File: src/rtl/vec_unpack_seq.sv
module vec_unpack_seq #(
  parameter int DW = 32,
  parameter int AW = 16
) (
  input  logic          clk,
  input  logic          rst_n,
  input  logic          in_valid,
  output logic          in_ready,
  input  logic [2:0]    in_fmt,
  input  logic [DW-1:0] in_data,
  output logic          out_valid,
  input  logic          out_ready,
  output logic [1:0]    out_lane,
  output logic [DW-1:0] out_data,
  output logic [AW-1:0] out_addr
);

  localparam logic [2:0] F_SCALAR = 3'd0;
  localparam logic [2:0] F_PAIR   = 3'd1;
  localparam logic [2:0] F_TRIPLE = 3'd2;
  localparam logic [2:0] F_QUAD   = 3'd3;
  localparam logic [2:0] F_RGBA   = 3'd4;
  localparam logic [1:0] LANE_W   = 2'd3;

  logic [1:0]    lane_off;
  logic [1:0]    exp_lane;
  logic [2:0]    fmt_q;
  logic [DW-1:0] hold;
  logic [AW-1:0] addr;
  logic [7:0]    rgba_b;

  logic fill, is_exp, is_vec, is_bad, fire;

  assign fill   = (fmt_q == F_PAIR && lane_off[1]) || (fmt_q == F_TRIPLE && lane_off == LANE_W);
  assign is_exp = (in_fmt == F_SCALAR) || (in_fmt == F_RGBA);
  assign is_vec = (in_fmt == F_PAIR) || (in_fmt == F_TRIPLE) || (in_fmt == F_QUAD);
  assign is_bad = !is_exp && !is_vec;

  always_comb begin
    case (exp_lane)
      2'd0:    rgba_b = {in_data[4:0], 3'b000};
      2'd1:    rgba_b = {in_data[9:5], 3'b000};
      2'd2:    rgba_b = {in_data[14:10], 3'b000};
      default: rgba_b = {in_data[15], 7'b0000000};
    endcase
  end

  assign out_valid = fill || (in_valid && !is_bad);
  assign out_lane  = (fill || !is_exp) ? lane_off : exp_lane;
  assign out_data  = fill ? hold
                   : (in_fmt == F_RGBA) ? {{(DW-8){1'b0}}, rgba_b}
                   : in_data;
  assign out_addr  = addr;
  assign in_ready  = !fill && (is_bad || (out_ready && (is_vec || exp_lane == LANE_W)));
  assign fire      = out_valid && out_ready;

  always_ff @(posedge clk) begin
    if (!rst_n) begin
      lane_off <= 2'd0;
      exp_lane <= 2'd0;
      fmt_q    <= F_QUAD;
      hold     <= '0;
      addr     <= '0;
    end else if (fire) begin
      if (fill || !is_exp) lane_off <= lane_off + 2'd1;
      if (!fill && is_exp) exp_lane <= exp_lane + 2'd1;
      if (!fill && is_vec) begin
        hold  <= in_data;
        fmt_q <= in_fmt;
      end
      if (out_lane == LANE_W) addr <= addr + 1'b1;
    end
  end

endmodule

File: config.mk
export PLATFORM = sky130hd
export DESIGN_NAME = vec_unpack_seq
export DESIGN_NICKNAME = d
export VERILOG_FILES = /design/src/rtl/vec_unpack_seq.sv
export SDC_FILE = /design/constraint.sdc
export NUM_CORES = 1
export LEC_CHECK = 0
export CAP_MARGIN = 20
export CELL_PAD_IN_SITES_DETAIL_PLACEMENT = 1
export CELL_PAD_IN_SITES_GLOBAL_PLACEMENT = 1
export CORE_MARGIN = 1
export CORE_UTILIZATION = 37
export CTS_BUF_LIST = sky130_fd_sc_hd__clkbuf_4 sky130_fd_sc_hd__clkbuf_8
export DETAILED_ROUTE_END_ITERATION = 10
export GPL_TIMING_DRIVEN = 0
export PLACE_DENSITY = 0.95
export SLEW_MARGIN = 0
export SYNTH_ARGS = -nofsm -noshare
export SYNTH_HDL_FRONTEND = slang
export SYNTH_SLANG_ARGS = --single-unit
File: constraint.sdc
create_clock -name clk -period 6.25 [get_ports clk]
set_input_delay 1.25 -clock clk [delete_from_list [all_inputs] [get_ports clk]]
set_output_delay 1.25 -clock clk [all_outputs]
set_load 0.01 [all_outputs]
==> results_tabular.tex, run 1 <==
\begin{tabular}{lr}
\hline
Metric & Value \\
\hline
\multicolumn{2}{l}{\textbf{Timing}} \\
\quad Hold\_ws & 0.4633 ns \\
\quad Relative slew slack & 0.6222 \\
\quad Least setup slack across all paths after layout & between 1 and 1.5 ns \\
\quad Final Slew Violations & 0 \\
\quad Final critical-path share of the clock period & 0.8166 \\
\quad Post-layout minimum cycle time & 5.104 ns \\
\quad Setup repair after global routing missed its margin & false \\
\quad Count of endpoints failing hold in the final timing report & 0 \\
\quad Final Skew & around 0.0063 ns \\
\quad TNS Setup & 0 ns \\
\quad Final setup violation count & 0 \\
\quad Top achievable clock speed & about 200 MHz \\
\quad Worst-margin pin slew & roughly 0.56 ns \\
\multicolumn{2}{l}{\textbf{Die}} \\
\quad Die Ht & roughly 90 um \\
\quad Core region area & a little under 0.008 mm2 \\
\quad I/O Pins & between 90 and 100 \\
\quad Starting Density & 0.3851 \\
\quad Overall die width & between 90 and 100 um \\
\quad Core Rows & 32 \\
\quad Area of the die & about 0.0085 mm2 \\
\multicolumn{2}{l}{\textbf{GRT}} \\
\quad Vias in the first global route & between 3000 and 4000 \\
\quad Number of antenna violations at the first check in global routing & 0 \\
\quad Total gr overflow & 0 \\
\quad First-pass GRT wire length & approximately 16000 um \\
\quad Largest net degree at the start of global routing & 17 \\
\quad Overall track demand over capacity in global routing & 0.2425 \\
\multicolumn{2}{l}{\textbf{Synthesis}} \\
\quad Synth top area share & 0.3662 \\
\quad Number of unique standard cell types used by synthesis & 38 \\
\quad Warning count from the yosys run & 0 \\
\quad Number of cells produced by synthesis & about 410 \\
\quad Register bit count reported by yosys & 55 \\
\quad Dominant synthesized flop cell & sky130\_fd\_sc\_hd\_\_dfxtp\_1 \\
\quad Synth top area cells & sky130\_fd\_sc\_hd\_\_dfxtp\_1, sky130\_fd\_sc\_hd\_\_nand2\_1, sky130\_fd\_sc\_hd\_\_a21oi\_1, sky130\_fd\_sc\_hd\_\_nand3\_1, sky130\_fd\_sc\_hd\_\_buf\_6 \\
\quad Largest area contributor in the netlist & sky130\_fd\_sc\_hd\_\_dfxtp\_1 \\
\quad Synthesized cell area & about 0.0030 mm2 \\
\quad Mapped Avg Cell Area & 7.387 um2 \\
\quad Number of nets in the synthesized netlist & 452 \\
\quad EDFF count, synth & 0 \\
\quad Share of flip-flops with an asynchronous set or reset after synthesis & 0 \\
\quad Portion of the post-synthesis area used by sequential elements & 0.3662 \\
\multicolumn{2}{l}{\textbf{Setup path}} \\
\quad Worst-path fanout max & 10 \\
\quad Slack of the worst reg-to-reg path & around 3.8 ns \\
\quad Worst-path cell chain & clkdlybuf4s50\_1, or2\_1, nor3\_4, mux2i\_2, buf\_2, buf\_6, inv\_1, clkdlybuf4s50\_1 \\
\quad Required time worst endpoint & approximately 5 ns \\
\quad Kind of start point of the critical path & input pin \\
\quad Critical Path Slowest Stage Cell & sky130\_fd\_sc\_hd\_\_mux2i\_2 \\
\quad Most Frequent Cell on Critical Path & sky130\_fd\_sc\_hd\_\_clkdlybuf4s50\_1 \\
\quad Origin of the critical flop-to-flop path & lane\_off[0] \\
\quad Class of the most critical setup path & in2out \\
\quad R2r endpoint & out\_addr[1] \\
\quad Crit-path max cell delay & approximately 0.50 ns \\
\quad Cell count of the worst reg-to-reg path & 9 \\
\quad Worst Setup End Kind & output port \\
\quad Endpoint arrival time on the critical path & between 3 and 4 ns \\
\multicolumn{2}{l}{\textbf{Clock network}} \\
\quad Post-CTS Hold Fix Bufs & 0 \\
\quad Number of setup buffers added after CTS & 0 \\
\quad Clock transition at the registers of the reported paths & 0.10 ns \\
\quad Buffer type at the clock tree root & sky130\_fd\_sc\_hd\_\_clkbuf\_8 \\
\quad Number of buffers added by the clock tree synthesis step & 5 \\
\quad Total number of H-tree levels & 2 \\
\quad Clock sink count & 55 \\
\quad Worst-Skew Late Latency & approximately 0.31 ns \\
\quad Gates resized, CTS repair & 0 \\
\quad TritonCTS clock tree & built \\
\quad Clk buf depth & 2 \\
\multicolumn{2}{l}{\textbf{Run}} \\
\quad Number of max-capacitance violations reported & 0 \\
\multicolumn{2}{l}{\textbf{Routing}} \\
\quad First drt pass iteration count & 4 \\
\quad Starting DRC count in detailed routing & 165 \\
\quad Wire length after detailed routing & roughly 10000 um \\
\quad DR vias & between 3000 and 4000 \\
\quad Number of remaining DRC errors & 0 \\
\quad Routed vias/inst & $\sim$5.5 \\
\quad DR WL/cell & 16.61 um \\
\quad Residual antenna-violating net count after detailed routing & 0 \\
\multicolumn{2}{l}{\textbf{Power}} \\
\quad Portion of total power attributed to sequential cells & 0.520 \\
\quad Power density over cell area & around 170 mW/mm2 \\
\quad Worst vdd rail ir drop & between 0.08 and 0.09 mV \\
\quad Leakage Power & 1.499 nW \\
\quad Switching power total & $\sim$0.19 mW \\
\quad Switching power share of the total & 0.2702 \\
\quad Part of the total power dissipated in combinational logic & 0.188 \\
\quad Internal Power & just over 0.5 mW \\
\quad Clock network fraction of design power & 0.292 \\
\multicolumn{2}{l}{\textbf{Layout}} \\
\quad Filler cells & roughly 980 \\
\quad Total inserted antenna cells & 0 \\
\quad Share of final-layout standard cells stronger than drive strength 1 & 0.05545 \\
\quad Final net count & approximately 550 \\
\quad Area growth, synth to finish & 37.16\% \\
\multicolumn{2}{l}{\textbf{Placed design}} \\
\quad DP Worst Slack & 1.157 ns \\
\quad Weighted congestion reported at the end of routability-driven placement & 0.8927 \\
\quad HPWL after DPL & around 7700 um \\
\quad Count of buffers from port buffering & 90 \\
\multicolumn{2}{l}{\textbf{Run status}} \\
\quad Result of the run & finished, final reports clean \\
\multicolumn{2}{l}{\textbf{Min path}} \\
\quad Beginning of the worst hold path & hold[18] \\
\quad Classification of the worst-slack hold path & reg2reg \\
\quad Hold Path End & hold[18] \\
\quad Hold depth & 2 \\
\hline
\end{tabular}
-- power groups by stage --
stage | clock [mW] | combinational [mW] | sequential, mW
after floorplan | 0 | 0.0553 | 0.369
after global routing | 0.222 | 0.141 | 0.363
after detailed placement | 0 | 0.130 | 0.370
after CTS | 0.212 | 0.131 | 0.362
after global placement | 0 | 0.126 | 0.369
final | 0.203 | 0.130 | 0.362
-- state kept, by name, summed over array words and instances (netlist names) --
register	cells
hold	32
fmt_q	3
lane_off	2
exp_lane	2
out_addr	16
-- stage by stage --
stage	util	std cells	power, mW	cell area (um2)
floorplan	-	407	0.4241	3007
global placement	0.5168	599	0.4956	4035
detailed placement	0.5168	599	0.5003	4035
CTS	0.5282	607	0.7050	4124
global route	0.5282	607	0.7254	4124
finish	0.5282	607	0.6957	4124
-- cell usage in the layout, fill, tap and decap left out, types with 9 or more instances in the layout --
cell type	synthesis	routed
sky130_fd_sc_hd__clkdlybuf4s50_1	0	90
sky130_fd_sc_hd__clkbuf_1	18	18
sky130_fd_sc_hd__o31ai_1	9	9
sky130_fd_sc_hd__a21oi_1	49	49
sky130_fd_sc_hd__dfxtp_1	55	55
sky130_fd_sc_hd__nand3_1	36	36
sky130_fd_sc_hd__nand2_1	142	142
sky130_fd_sc_hd__or4_1	9	9
-- cells in the mapped netlist, types with 2 or more instances --
master and count:
sky130_fd_sc_hd__or4_1 9, sky130_fd_sc_hd__nor3_1 4, sky130_fd_sc_hd__inv_1 6, sky130_fd_sc_hd__a222oi_1 5, sky130_fd_sc_hd__mux2i_1 7, sky130_fd_sc_hd__nand2_1 142
sky130_fd_sc_hd__buf_6 7, sky130_fd_sc_hd__nor2_1 7, sky130_fd_sc_hd__o31ai_1 9, sky130_fd_sc_hd__a21oi_1 49, sky130_fd_sc_hd__or3_1 4, sky130_fd_sc_hd__dfxtp_1 55
sky130_fd_sc_hd__nor4_2 3, sky130_fd_sc_hd__clkbuf_1 18, sky130_fd_sc_hd__and3_1 4, sky130_fd_sc_hd__nand2b_1 5, sky130_fd_sc_hd__nand3_1 36, sky130_fd_sc_hd__ha_1 6
sky130_fd_sc_hd__nand4_1 3, sky130_fd_sc_hd__or2_1 2, sky130_fd_sc_hd__o21ai_1 2, sky130_fd_sc_hd__o21ai_0 6, sky130_fd_sc_hd__and4bb_4 2, sky130_fd_sc_hd__nor4_4 2
-- cell type report --
| type | count | area (um2) | area share |
|---|---|---|---|
| inverter | 6 | 22.52 | 0.005461 |
| multi-input combinational | 320 | 1732 | 0.4199 |
| clock buffer | 6 | 76.32 | 0.01851 |
| sequential | 55 | 1101 | 0.2670 |
| clock inverter | 2 | 12.51 | 0.003034 |
| timing repair buffer | 90 | 900.9 | 0.2184 |
| buffer | 26 | 151.4 | 0.03671 |
| tap | 102 | 127.6 | 0.03095 |
-- metal layers --
layer	vias to the layer above	wire [um]	global-route usage
met3	9	518	0.03648
met4	0	81	0.05729
met2	106	5223	0.4540
met1	1629	4259	0.2874
li1	1607	-	-
met5	-	0	0
-- cell families (layout without fill, tap and decap cells) --
family                   count (synthesis)  in the layout  synth area share
multiplexers                             9              9           0.03163
XOR/XNOR                                 2              2          0.005827
AND/OR/NAND/NOR                        227            227            0.3629
adder cells (fa/ha/maj)                  6              6           0.02497
AO/OA/AOI/OAI                           76             76            0.1506
buffers and inverters                   32            130           0.05784
flip-flops                              55             55            0.3662
-- worst max-delay path by stage --
| stage | start | endpoint | depth (start not counted) |
|---|---|---|---|
| detailed placement | in_fmt[0] | out_lane[0] | 8 |
| floorplan | in_fmt[0] | out_lane[0] | 6 |
| CTS | in_fmt[0] | out_lane[0] | 8 |
| global placement | in_fmt[0] | out_lane[0] | 8 |
| finish | in_fmt[0] | out_lane[0] | 8 |
| global route | in_fmt[1] | out_lane[0] | 8 |
-- worst max-delay path, delay by kind of cell --
| kind | cells | cell delay [ns] |
|---|---|---|
| multiplexers | 1 | 0.50 |
| AND/OR/NAND/NOR | 2 | 0.55 |
| buffers and inverters | 5 | 1.53 |
(Power assumes the default switching activity.)
==> inputs of run 2 (changes only) <==
--- a/config.mk
+++ b/config.mk
@@ -9,11 +9,11 @@
 export CELL_PAD_IN_SITES_DETAIL_PLACEMENT = 1
 export CELL_PAD_IN_SITES_GLOBAL_PLACEMENT = 1
 export CORE_MARGIN = 1
-export CORE_UTILIZATION = 37
+export CORE_UTILIZATION = 34
 export CTS_BUF_LIST = sky130_fd_sc_hd__clkbuf_4 sky130_fd_sc_hd__clkbuf_8
 export DETAILED_ROUTE_END_ITERATION = 10
 export GPL_TIMING_DRIVEN = 0
-export PLACE_DENSITY = 0.95
+export PLACE_DENSITY = 0.94
 export SLEW_MARGIN = 0
 export SYNTH_ARGS = -nofsm -noshare
 export SYNTH_HDL_FRONTEND = slang
==> constraint.sdc (replaced) <==
create_clock -name clk -period 4.8 [get_ports clk]
set_input_delay 0.96 -clock clk [delete_from_list [all_inputs] [get_ports clk]]
set_output_delay 0.96 -clock clk [all_outputs]
set_load 0.01 [all_outputs]
==> run 2 against run 1 <==
  * Clock power increased by 33%
  * Sequential power increased by 30%
  * Highest routed layer unchanged
  * Cell count increased by 0.49%
==> results_tabular.tex, run 2 (synthesis results as in run 1) <==
\begin{tabular}{lr}
\hline
Metric & Value \\
\hline
\multicolumn{2}{l}{\textbf{Routing}} \\
\quad First drt pass iteration count & 5 (was 4) \\
\quad Wire length after detailed routing & 10480 um (was 10080 um) \\
\quad DR vias & 3357 (was 3351) \\
\quad Routed vias/inst & 5.503 (was 5.521) \\
\quad Starting DRC count in detailed routing & 140 (was 165) \\
\quad DR WL/cell & 17.17 um (was 16.61 um) \\
\quad Residual antenna-violating net count after detailed routing & 0 (unchanged) \\
\quad Number of remaining DRC errors & 0 (unchanged) \\
\multicolumn{2}{l}{\textbf{GRT}} \\
\quad Overall track demand over capacity in global routing & 0.2337 (was 0.2425) \\
\quad First-pass GRT wire length & 16720 um (was 16440 um) \\
\quad Total gr overflow & 0 (unchanged) \\
\quad Number of antenna violations at the first check in global routing & 0 (unchanged) \\
\quad Largest net degree at the start of global routing & 18 (was 17) \\
\quad Vias in the first global route & 3434 (was 3362) \\
\multicolumn{2}{l}{\textbf{Placed design}} \\
\quad Count of buffers from port buffering & 90 (unchanged) \\
\quad DP Worst Slack & 0.2912 ns (was 1.157 ns) \\
\quad HPWL after DPL & 7947 um (was 7720 um) \\
\quad Instance area after placement & 0.004039 mm2 (was 0.004035 mm2) \\
\quad Weighted congestion reported at the end of routability-driven placement & 0.8855 (was 0.8927) \\
\quad Placed cell count & 602 (was 599) \\
\multicolumn{2}{l}{\textbf{Min path}} \\
\quad Beginning of the worst hold path & hold[19] (was hold[18]) \\
\quad Hold depth & 2 (unchanged) \\
\quad Classification of the worst-slack hold path & reg2reg (unchanged) \\
\quad Hold Path End & hold[19] (was hold[18]) \\
\multicolumn{2}{l}{\textbf{Timing}} \\
\quad Final Skew & 0.01103 ns (was 0.006256 ns) \\
\quad Count of endpoints failing hold in the final timing report & 0 (unchanged) \\
\quad Setup repair after global routing missed its margin & false (unchanged) \\
\quad Least setup slack across all paths after layout & 0.2738 ns (was 1.146 ns) \\
\quad TNS Setup & 0 ns (unchanged) \\
\quad Top achievable clock speed & 220.9 MHz \\
\quad Relative slew slack & 0.6250 (was 0.6222) \\
\quad Post-layout minimum cycle time & $\sim$4.5 ns \\
\quad Final Slew Violations & 0 (unchanged) \\
\quad Worst-margin pin slew & 0.5625 ns (about the same) \\
\quad Final critical-path share of the clock period & 0.9430 \\
\quad Final setup violation count & 0 (unchanged) \\
\multicolumn{2}{l}{\textbf{Clock network}} \\
\quad Number of setup buffers added after CTS & 0 (unchanged) \\
\quad TritonCTS clock tree & built (unchanged) \\
\quad Total number of H-tree levels & 2 (unchanged) \\
\quad Worst-Skew Late Latency & 0.32 ns (was 0.31 ns) \\
\quad Clock transition at the registers of the reported paths & 0.09 ns (was 0.10 ns) \\
\quad Number of buffers added by the clock tree synthesis step & 5 (unchanged) \\
\quad Post-CTS Hold Fix Bufs & 0 (unchanged) \\
\quad Clk buf depth & 2 (unchanged) \\
\quad Gates resized, CTS repair & 0 (unchanged) \\
\quad Clock sink count & 55 (unchanged) \\
\quad Buffer type at the clock tree root & sky130\_fd\_sc\_hd\_\_clkbuf\_8 (unchanged) \\
\multicolumn{2}{l}{\textbf{Layout}} \\
\quad Multi-input combinational cell area & 0.001732 mm2 (unchanged) \\
\quad Area growth, synth to finish & 37.25\% (was 37.16\%) \\
\quad Filler cells & 1055 (was 982) \\
\quad Share of final-layout standard cells stronger than drive strength 1 & 0.05545 (unchanged) \\
\quad Final Instance Count excl. Fillers & 610 (was 607) \\
\quad Area of all sequential standard cells & 0.001101 mm2 (unchanged) \\
\quad Most common cell after layout, fill and taps aside & sky130\_fd\_sc\_hd\_\_nand2\_1 (unchanged) \\
\quad Register containing the most flip-flops in the final layout & hold (unchanged) \\
\quad Highest-count cells in the layout ignoring fill and taps & sky130\_fd\_sc\_hd\_\_nand2\_1, sky130\_fd\_sc\_hd\_\_clkdlybuf4s50\_1, sky130\_fd\_sc\_hd\_\_dfxtp\_1, sky130\_fd\_sc\_hd\_\_a21oi\_1, sky130\_fd\_sc\_hd\_\_nand3\_1 (unchanged) \\
\quad Final design instance area without fill & 0.004126 mm2 (was 0.004124 mm2) \\
\quad Max FFs per register & 32 (unchanged) \\
\quad Final net count & 549 (unchanged) \\
\quad Total inserted antenna cells & 0 (unchanged) \\
\multicolumn{2}{l}{\textbf{Die}} \\
\quad Starting Density & 0.3587 (was 0.3851) \\
\quad Core Rows & 33 (was 32) \\
\quad Area of the die & 0.009223 mm2 (was 0.008491 mm2) \\
\quad Overall die width & 96.04 um (was 92.15 um) \\
\quad Core region area & 0.008382 mm2 (was 0.007807 mm2) \\
\quad Die Ht & 96.04 um (was 92.15 um) \\
\quad I/O Pins & 91 (unchanged) \\
\multicolumn{2}{l}{\textbf{Setup path}} \\
\quad Kind of start point of the critical path & input pin (unchanged) \\
\quad Endpoint arrival time on the critical path & 3.57 ns (was 3.85 ns) \\
\quad Worst Setup End Kind & output port (unchanged) \\
\quad R2r endpoint & out\_addr[1] (unchanged) \\
\quad Origin of the critical flop-to-flop path & lane\_off[1] (was lane\_off[0]) \\
\quad Slack of the worst reg-to-reg path & 2.37 ns (was 3.82 ns) \\
\quad Class of the most critical setup path & in2out (unchanged) \\
\quad Required time worst endpoint & 3.84 ns (was 5.00 ns) \\
\quad Cell count of the worst reg-to-reg path & 9 (unchanged) \\
\quad Worst-path fanout max & 10 (unchanged) \\
\multicolumn{2}{l}{\textbf{Power}} \\
\quad Leakage Power & 1.503 nW (was 1.499 nW) \\
\quad Power density over cell area & 220.9 mW/mm2 (was 168.7 mW/mm2) \\
\quad Worst vdd rail ir drop & 0.1187 mV (was 0.08950 mV) \\
\multicolumn{2}{l}{\textbf{Run status}} \\
\quad Result of the run & finished, final reports clean (unchanged) \\
\multicolumn{2}{l}{\textbf{Run}} \\
\quad Number of max-capacitance violations reported & 0 (unchanged) \\
\hline
\end{tabular}
run 2: cell count changes in the layout (fill, tap and decap cells not counted), sizes merged:
cell      change
clkbuf        -1
clkinvlp      -1
clkinv        +1
inv           +1
run 2: worst max-delay path by stage:
| stage | start | to | slack [ns] | depth (start not counted) |
|---|---|---|---|---|
| floorplan | in_fmt[0] | out_lane[0] | 1.58 | 6 |
| global placement | in_fmt[0] | out_lane[0] | 0.35 | 8 |
| detailed placement | in_fmt[0] | out_lane[0] | 0.29 | 8 |
| CTS | in_fmt[0] | out_lane[0] | 0.28 | 8 |
| global route | in_fmt[0] | out_lane[0] | 0.11 | 8 |
| finish | in_fmt[0] | out_lane[0] | 0.27 | 8 |
run 2: cell type report:
cell class	instances	area share
clock buffer	5	0.01668
sequential	55	0.2668
inverter	6	0.005458
clock inverter	3	0.004548
tap	105	0.03184
timing repair buffer	90	0.2183
buffer	26	0.03669
multi-input combinational	320	0.4196
run 2: critical path: stages:
cell and delay [ns]:
sky130_fd_sc_hd__clkdlybuf4s50_1 0.47, sky130_fd_sc_hd__or2_1 0.35, sky130_fd_sc_hd__nor3_4 0.19, sky130_fd_sc_hd__mux2i_2 0.50, sky130_fd_sc_hd__buf_2 0.35, sky130_fd_sc_hd__buf_6 0.19
sky130_fd_sc_hd__inv_1 0.07, sky130_fd_sc_hd__clkdlybuf4s50_1 0.47
run 2: routing by layer:
metal  routed length, um  vias up  GRT usage  share of wire
li1                    -     1605          -              -
met1                4449     1636     0.2836           0.42
met2                5229      104     0.4178           0.50
met3                 679       12    0.04502          0.065
met4                 117        0    0.06343          0.011
met5                   0        -          0              0
run 2: report_power, final:
group          switching (mW)  internal, mW  total [mW]
Combinational          0.0842        0.0874       0.172
Sequential            0.00585         0.465       0.471
Clock                   0.165         0.103       0.269
Total                   0.255         0.656       0.912
run 2: per-stage QoR:
stage	util	power, mW	hold WS, ns
after floorplan	-	0.5522	0.4366
after global placement	0.4819	0.6458	0.4425
after detailed placement	0.4819	0.6524	0.4501
after CTS	0.4923	0.9122	0.4646
after global routing	0.4923	0.9504	0.4832
final	0.4923	0.9116	0.4657
==> inputs of run 3 (changes only) <==
--- a/config.mk
+++ b/config.mk
@@ -11,6 +11,7 @@
 export CORE_MARGIN = 1
 export CORE_UTILIZATION = 34
 export CTS_BUF_LIST = sky130_fd_sc_hd__clkbuf_4 sky130_fd_sc_hd__clkbuf_8
+export CTS_CLUSTER_SIZE = 40
 export DETAILED_ROUTE_END_ITERATION = 10
 export GPL_TIMING_DRIVEN = 0
 export PLACE_DENSITY = 0.94
==> results of run 3 <==
Final layout, timing and power as in run 2 (identical DEF).
